--- src/rtl/vreg_pkg.sv ---
package vreg_pkg;
  localparam int unsigned RNUM_W      = 6;
  localparam int unsigned LEGACY_W    = 3;
  localparam logic [5:0]  UNLOCK_REG  = 6'd57;
  localparam logic [7:0]  UNLOCK_VAL  = 8'h1C;
  localparam logic [5:0]  RESET_REG   = 6'd50;
  localparam int unsigned STAT_SEL    = 15;
  localparam int unsigned SPR_CNT_REG = 51;

  typedef enum logic [1:0] {
    K_ADDR_RD = 2'b00,
    K_ADDR_WR = 2'b01,
    K_REG_WR  = 2'b10,
    K_NONE    = 2'b11
  } cmd_kind_e;

  // legacy-compatible power-on values
  function automatic logic [7:0] reg_default(int unsigned n);
    return (n == SPR_CNT_REG) ? 8'h20 : 8'h00;
  endfunction
endpackage

--- src/rtl/vreg_cmd_dec.sv ---
module vreg_cmd_dec
  import vreg_pkg::*;
(
  input  logic        clk_i,
  input  logic        rst_ni,
  input  logic [7:0]  data_i,
  input  logic        wr_i,
  input  logic        rd_i,
  output logic        reg_wr_o,
  output logic [5:0]  reg_num_o,
  output logic [7:0]  reg_data_o,
  output logic        vaddr_valid_o,
  output logic [13:0] vaddr_o,
  output logic        vaddr_write_o
);
  logic [7:0] first_q;
  logic       second_q;
  logic       take;
  cmd_kind_e  kind;

  assign take       = wr_i && !rd_i;
  assign kind       = cmd_kind_e'(data_i[7:6]);
  assign reg_wr_o   = take && second_q && (kind == K_REG_WR);
  assign reg_num_o  = data_i[5:0];
  assign reg_data_o = first_q;

  always_ff @(posedge clk_i or negedge rst_ni) begin
    if (!rst_ni) begin
      first_q       <= '0;
      second_q      <= 1'b0;
      vaddr_valid_o <= 1'b0;
      vaddr_o       <= '0;
      vaddr_write_o <= 1'b0;
    end else begin
      vaddr_valid_o <= 1'b0;
      if (rd_i) begin
        second_q <= 1'b0;
      end else if (wr_i) begin
        if (!second_q) begin
          first_q  <= data_i;
          second_q <= 1'b1;
        end else begin
          second_q <= 1'b0;
          if (kind == K_ADDR_RD || kind == K_ADDR_WR) begin
            vaddr_valid_o <= 1'b1;
            vaddr_o       <= {data_i[5:0], first_q};
            vaddr_write_o <= data_i[6];
          end
        end
      end
    end
  end
endmodule

--- src/rtl/vreg_lock.sv ---
module vreg_lock
  import vreg_pkg::*;
#(
  parameter int unsigned SEQ_LEN = 2
) (
  input  logic       clk_i,
  input  logic       rst_ni,
  input  logic       reg_wr_i,
  input  logic [5:0] reg_num_i,
  input  logic [7:0] reg_data_i,
  output logic       locked_o,
  output logic       reset_cmd_o
);
  localparam int unsigned CNT_W = $clog2(SEQ_LEN + 1);
  logic [CNT_W-1:0] cnt_q;
  logic             hit;

  assign hit         = reg_wr_i && reg_num_i == UNLOCK_REG && reg_data_i == UNLOCK_VAL;
  assign reset_cmd_o = reg_wr_i && !locked_o && reg_num_i == RESET_REG && reg_data_i[7];

  always_ff @(posedge clk_i or negedge rst_ni) begin
    if (!rst_ni) begin
      locked_o <= 1'b1;
      cnt_q    <= '0;
    end else if (reset_cmd_o) begin
      locked_o <= 1'b1;
      cnt_q    <= '0;
    end else if (reg_wr_i) begin
      if (!hit) begin
        cnt_q <= '0;
      end else if (cnt_q == CNT_W'(SEQ_LEN - 1)) begin
        locked_o <= 1'b0;
        cnt_q    <= '0;
      end else begin
        cnt_q <= cnt_q + 1'b1;
      end
    end
  end
endmodule

--- src/rtl/vreg_file.sv ---
module vreg_file
  import vreg_pkg::*;
#(
  parameter int unsigned NREG = 58
) (
  input  logic            clk_i,
  input  logic            rst_ni,
  input  logic            we_i,
  input  logic [5:0]      addr_i,
  input  logic [7:0]      data_i,
  input  logic            load_dflt_i,
  output logic [NREG*8-1:0] regs_o
);
  for (genvar i = 0; i < NREG; i++) begin : g_reg
    always_ff @(posedge clk_i or negedge rst_ni) begin
      if (!rst_ni)                           regs_o[i*8 +: 8] <= reg_default(i);
      else if (load_dflt_i)                  regs_o[i*8 +: 8] <= reg_default(i);
      else if (we_i && addr_i == 6'(i))      regs_o[i*8 +: 8] <= data_i;
    end
  end
endmodule

--- src/rtl/vreg_palette.sv ---
module vreg_palette #(
  parameter int unsigned PAL_N = 16,
  parameter int unsigned PAL_W = 12,
  localparam int unsigned IDX_W = $clog2(PAL_N)
) (
  input  logic                   clk_i,
  input  logic                   rst_ni,
  input  logic                   we_i,
  input  logic [IDX_W-1:0]       idx_i,
  input  logic [PAL_W-1:0]       data_i,
  output logic [PAL_N*PAL_W-1:0] pal_o
);
  for (genvar k = 0; k < PAL_N; k++) begin : g_ent
    always_ff @(posedge clk_i or negedge rst_ni) begin
      if (!rst_ni)                        pal_o[k*PAL_W +: PAL_W] <= '0;
      else if (we_i && idx_i == IDX_W'(k)) pal_o[k*PAL_W +: PAL_W] <= data_i;
    end
  end
endmodule

--- src/rtl/vreg_port.sv ---
module vreg_port
  import vreg_pkg::*;
#(
  parameter int unsigned NREG  = 58,
  parameter int unsigned PAL_N = 16,
  parameter int unsigned PAL_W = 12
) (
  input  logic                   clk_i,
  input  logic                   rst_ni,
  input  logic [7:0]             host_data_i,
  input  logic                   host_wr_i,
  input  logic                   host_rd_i,
  input  logic [7:0]             stat_legacy_i,
  input  logic [7:0]             stat_ext_i,
  input  logic                   pal_wr_i,
  input  logic [3:0]             pal_idx_i,
  input  logic [11:0]            pal_data_i,
  output logic [NREG*8-1:0]      reg_flat_o,
  output logic                   locked_o,
  output logic [7:0]             status_o,
  output logic                   vaddr_valid_o,
  output logic [13:0]            vaddr_o,
  output logic                   vaddr_write_o,
  output logic [PAL_N*PAL_W-1:0] pal_flat_o
);
  logic       reg_wr, reset_cmd, file_we;
  logic [5:0] reg_num, eff_num;
  logic [7:0] reg_data;

  vreg_cmd_dec u_dec (
    .clk_i, .rst_ni,
    .data_i(host_data_i), .wr_i(host_wr_i), .rd_i(host_rd_i),
    .reg_wr_o(reg_wr), .reg_num_o(reg_num), .reg_data_o(reg_data),
    .vaddr_valid_o, .vaddr_o, .vaddr_write_o
  );

  vreg_lock #(.SEQ_LEN(2)) u_lock (
    .clk_i, .rst_ni,
    .reg_wr_i(reg_wr), .reg_num_i(reg_num), .reg_data_i(reg_data),
    .locked_o, .reset_cmd_o(reset_cmd)
  );

  // legacy aliasing: upper number bits dropped while locked
  assign eff_num = locked_o ? {{(RNUM_W-LEGACY_W){1'b0}}, reg_num[LEGACY_W-1:0]} : reg_num;
  assign file_we = reg_wr && (32'(eff_num) < NREG);

  vreg_file #(.NREG(NREG)) u_file (
    .clk_i, .rst_ni,
    .we_i(file_we), .addr_i(eff_num), .data_i(reg_data),
    .load_dflt_i(reset_cmd), .regs_o(reg_flat_o)
  );

  vreg_palette #(.PAL_N(PAL_N), .PAL_W(PAL_W)) u_pal (
    .clk_i, .rst_ni,
    .we_i(pal_wr_i), .idx_i(pal_idx_i), .data_i(pal_data_i), .pal_o(pal_flat_o)
  );

  assign status_o = (reg_flat_o[STAT_SEL*8 +: 8] == 8'h00) ? stat_legacy_i : stat_ext_i;
endmodule


--- config.mk ---
export PLATFORM = sky130hd
export DESIGN_NAME = vreg_port
export DESIGN_NICKNAME = d
export VERILOG_FILES = /design/src/rtl/vreg_pkg.sv /design/src/rtl/vreg_cmd_dec.sv /design/src/rtl/vreg_lock.sv /design/src/rtl/vreg_file.sv /design/src/rtl/vreg_palette.sv /design/src/rtl/vreg_port.sv
export SDC_FILE = /design/constraint.sdc
export NUM_CORES = 1
export LEC_CHECK = 0
export ABC_AREA = 1
export BUFFER_PORTS_ARGS = -buffer_cell sky130_fd_sc_hd__buf_2
export CAP_MARGIN = 20
export CORE_AREA = 2 2 279 281
export DETAILED_ROUTE_END_ITERATION = 16
export DIE_AREA = 0 0 281 283
export SLEW_MARGIN = 0
export SYNTH_ARGS = -nofsm -noshare
export SYNTH_HDL_FRONTEND = slang
export SYNTH_SLANG_ARGS = --single-unit
--- constraint.sdc ---
create_clock -name clk_i -period 1.5 [get_ports clk_i]
set_input_delay 0.3 -clock clk_i [delete_from_list [all_inputs] [get_ports clk_i]]
set_output_delay 0.3 -clock clk_i [all_outputs]
set_load 0.01 [all_outputs]
==> flow_summary.toml <==
[status]
status = "complete, but fails checks"
violations = "setup timing"

[timing]
fin_skew_ns = 0.0214
slew_headroom_pct = 49.4
min_period_ns = 2.12
rsz0062_at_grt = "true"
finalWorstSetupSlack_ns = -0.623
hold_violations = 0
slew_violations = 0
period_share_pct = 142
tns_ns = -193.38
setup_viol_count_final = 568
worst_slew_pin_slew_ns = 0.759
max_freq_mhz = 471
whs_ns = 0.0612

[critical_path]
worstReg2RegStart = "u_lock.locked_o$_DFFE_PN1P_"
ff2ff_path_depth = 12
cp_max_fo = 8
cp.arrival_ns = 1.82
critPathKind = "register to output port"
critPathLaunchType = "register"
r2r-end = "u_file.regs_o[188]$_DFFE_PN0P_"
cp-end-kind = "output port"
cp.required_ns = 1.20
r2r_slack_ns = -0.51

[synthesis]
syn_area_mm2 = 0.0287
syn-num-nets = 3192
syn-instance-count = 3147
synth.avg_cell_area_um2 = 9.13
yosysUniqueCellTypes = 27
ys_seq_area_share_pct = 59.6
synth-warning-count = 0
synth_seq_cells = 684

[place]
postPlaceCellArea_mm2 = 0.0359
hpwl_mm = 76.0
portBuffers = 725
gp_congestion = 0.840

[pwr]
powerDensity_mw_per_mm2 = 1040
netSwitchingFraction_pct = 29.3
p_leak_nw = 25.0
seqPwrFrac_pct = 43.6
power_switching_mw = 13.9
max-vdd-ir-drop_v = 0.000896
pwr-share-clk_pct = 41.2
totalPowerFinal_mw = 47.4
p_int_mw = 33.5
comb_power_share_pct = 15.3

[clock_tree]
htreeDepth = 3
clockBufferDepth = 3
cts_tree = "yes"
cts.root.buffer_cell = "clkbuf_16"
cts_buffers = 77
insertion_delay_ns = 0.64
cts_sinks = 684
cts.reportedPaths.clkPinSlew_ns = 0.06

[worst_hold_path]
hold_class = "primary input to register"
min_path_cells = 4
hold_end = "u_dec.reg_data_o[7]$_DFFE_PN0P_"
hp-start = "host_data_i[7]"

[grt]
grt_max_degree = 67
grt_pass1_wl_mm = 179
antenna_found_initial = 3
grt_overflow_total = 0
grt_pass1_vias = 27167
grt_util_all_layers_pct = 29.7

[detailed_routing]
route.met3.wl_mm = 9.09
drt_iter0_drc = 2351
post_drt_wl_per_cell_um = 23.5
num_vias = 28477
routed.top_layer = "met5"
drc = 0
wl_met1_mm = 49.7
drt-total-wl_mm = 124
dr_wl_met2_mm = 58.8
dr.pass1.iters = 5
detail-route-antenna-nets = 0
vias_per_cell = 5.39

[finish]
finalNetCount = 4223
finish.utilization_pct = 59.5
area_delta_synth_final_pct = 58.7
final_cell_mix = "buf_2 (722), nand2_1 (698), dfrtp_1 (675)"
fin_area_mm2 = 0.0456
drive_above_1_share_pct = 47.7
nFillCells = 6294
final_common_cell = "buf_2"

[floorplanning]
io_pins = 726
die_area_mm2 = 0.0795
die_y_um = 283
std_cell_rows = 102
coreArea_mm2 = 0.0767
dieWidth_um = 281
start_util_pct = 37.5

[flow_run]
cap_violations = 0
## power groups by stage
stage / clock [mW] / sequential, mW / combinational, mW
after floorplan: 0 / 21.4 / 1.93
after detailed placement: 0 / 20.9 / 6.26
after global placement: 0 / 20.9 / 6.19
final: 19.5 / 20.6 / 7.23
after CTS: 19.7 / 20.6 / 7.15
after global routing: 20.5 / 20.8 / 7.68
## registers in the layout (all words and copies together) (netlist names)
| signal | cells |
|---|---|
| u_dec.reg_data_o | 8 |
| u_dec.second_q | 1 |
| u_dec.vaddr_o | 14 |
| u_dec.vaddr_valid_o | 1 |
| u_dec.vaddr_write_o | 1 |
| u_file.regs_o | 464 |
| u_lock.cnt_q | 2 |
| u_lock.locked_o | 1 |
| u_pal.pal_o | 192 |
## layer usage
layer | vias to the layer above | GRT usage [%]
li1 | 12572 | -
met1 | 14303 | 39.0
met2 | 1262 | 48.0
met3 | 336 | 5.99
met4 | 4 | 12.4
met5 | - | 0
## final cells by class
| cell class | count | area [um^2] | share of cell area [%] |
|---|---|---|---|
| Antenna cell | 1 | 2.50 | 0.00549 |
| Inverter | 74 | 324 | 0.710 |
| Multi-Input combinational cell | 2175 | 13700 | 30.1 |
| Sequential cell | 684 | 17100 | 37.6 |
| Clock buffer | 113 | 2230 | 4.89 |
| Timing Repair Buffer | 1166 | 10500 | 23.0 |
| Clock inverter | 26 | 357 | 0.782 |
| Tap cell | 1040 | 1300 | 2.85 |
## worst max-delay path, stage by stage, from the launching register on
cell	delay, ns
dfrtp_1	0.40
nor2_2	0.12
nand2_2	0.11
nor2_1	0.12
buf_4	0.17
nand2_2	0.06
nand2_2	0.09
buf_6	0.11
## per-stage QoR
| stage | setup WS, ns | instances |
|---|---|---|
| after CTS | -0.635 | 5245 |
| after detailed placement | -0.533 | 4977 |
| after floorplan | -0.186 | 3147 |
| after global routing | -0.711 | 5278 |
| after global placement | -0.534 | 4977 |
| final | -0.623 | 5279 |
## logic make-up after synthesis
logic type | share of synthesized area, %
and+or+nand+nor | 31.8
DFF | 59.6
buffers and inverters | 4.69
AOI/OAI and AO/OA | 3.94
## cell usage after synthesis
| cell | number | area, um^2 |
|---|---|---|
| a21boi_0 | 1 | 7.51 |
| a21oi_1 | 61 | 305 |
| buf_1 | 10 | 37.5 |
| buf_12 | 3 | 60.1 |
| buf_2 | 97 | 485 |
| buf_4 | 3 | 22.5 |
| buf_6 | 11 | 124 |
| clkbuf_1 | 90 | 338 |
| clkinv_1 | 5 | 18.8 |
| dfrtp_1 | 682 | 17100 |
| dfstp_2 | 2 | 52.6 |
| inv_1 | 63 | 236 |
| inv_2 | 5 | 18.8 |
| inv_4 | 1 | 6.26 |
| nand2_1 | 867 | 3250 |
| nand2_2 | 3 | 18.8 |
| nand3_1 | 843 | 4220 |
| nand3_2 | 21 | 210 |
| nand3_4 | 1 | 17.5 |
| nand4_1 | 9 | 56.3 |
| nor2_1 | 137 | 514 |
| nor2_2 | 33 | 206 |
| nor2_8 | 30 | 601 |
| nor3_1 | 5 | 25.0 |
| nor3_4 | 1 | 16.3 |
| o21ai_0 | 162 | 811 |
| o21ai_2 | 1 | 8.76 |
## timing repair
action	CTS	global route
cloned	49	30
endpoints found under the hold margin	685	0
endpoints found under the setup margin	732	948
pin swaps	334	282
gates resized for setup	687	318
buffers inserted	87	23
hold buffers	4	0
## worst max path at each step
stage	start	end	cells after the start
floorplan	u_lock.locked_o$_DFFE_PN1P_	u_file.regs_o[159]$_DFFE_PN0P_	10
global placement	host_data_i[0]	u_file.regs_o[324]$_DFFE_PN0P_	12
detailed placement	host_data_i[0]	u_file.regs_o[324]$_DFFE_PN0P_	12
CTS	u_file.regs_o[123]$_DFFE_PN0P_	status_o[5]	7
global route	u_file.regs_o[122]$_DFFE_PN0P_	status_o[6]	7
finish	u_file.regs_o[122]$_DFFE_PN0P_	status_o[6]	7
No activity file was read; power rests on OpenSTA's default activity.
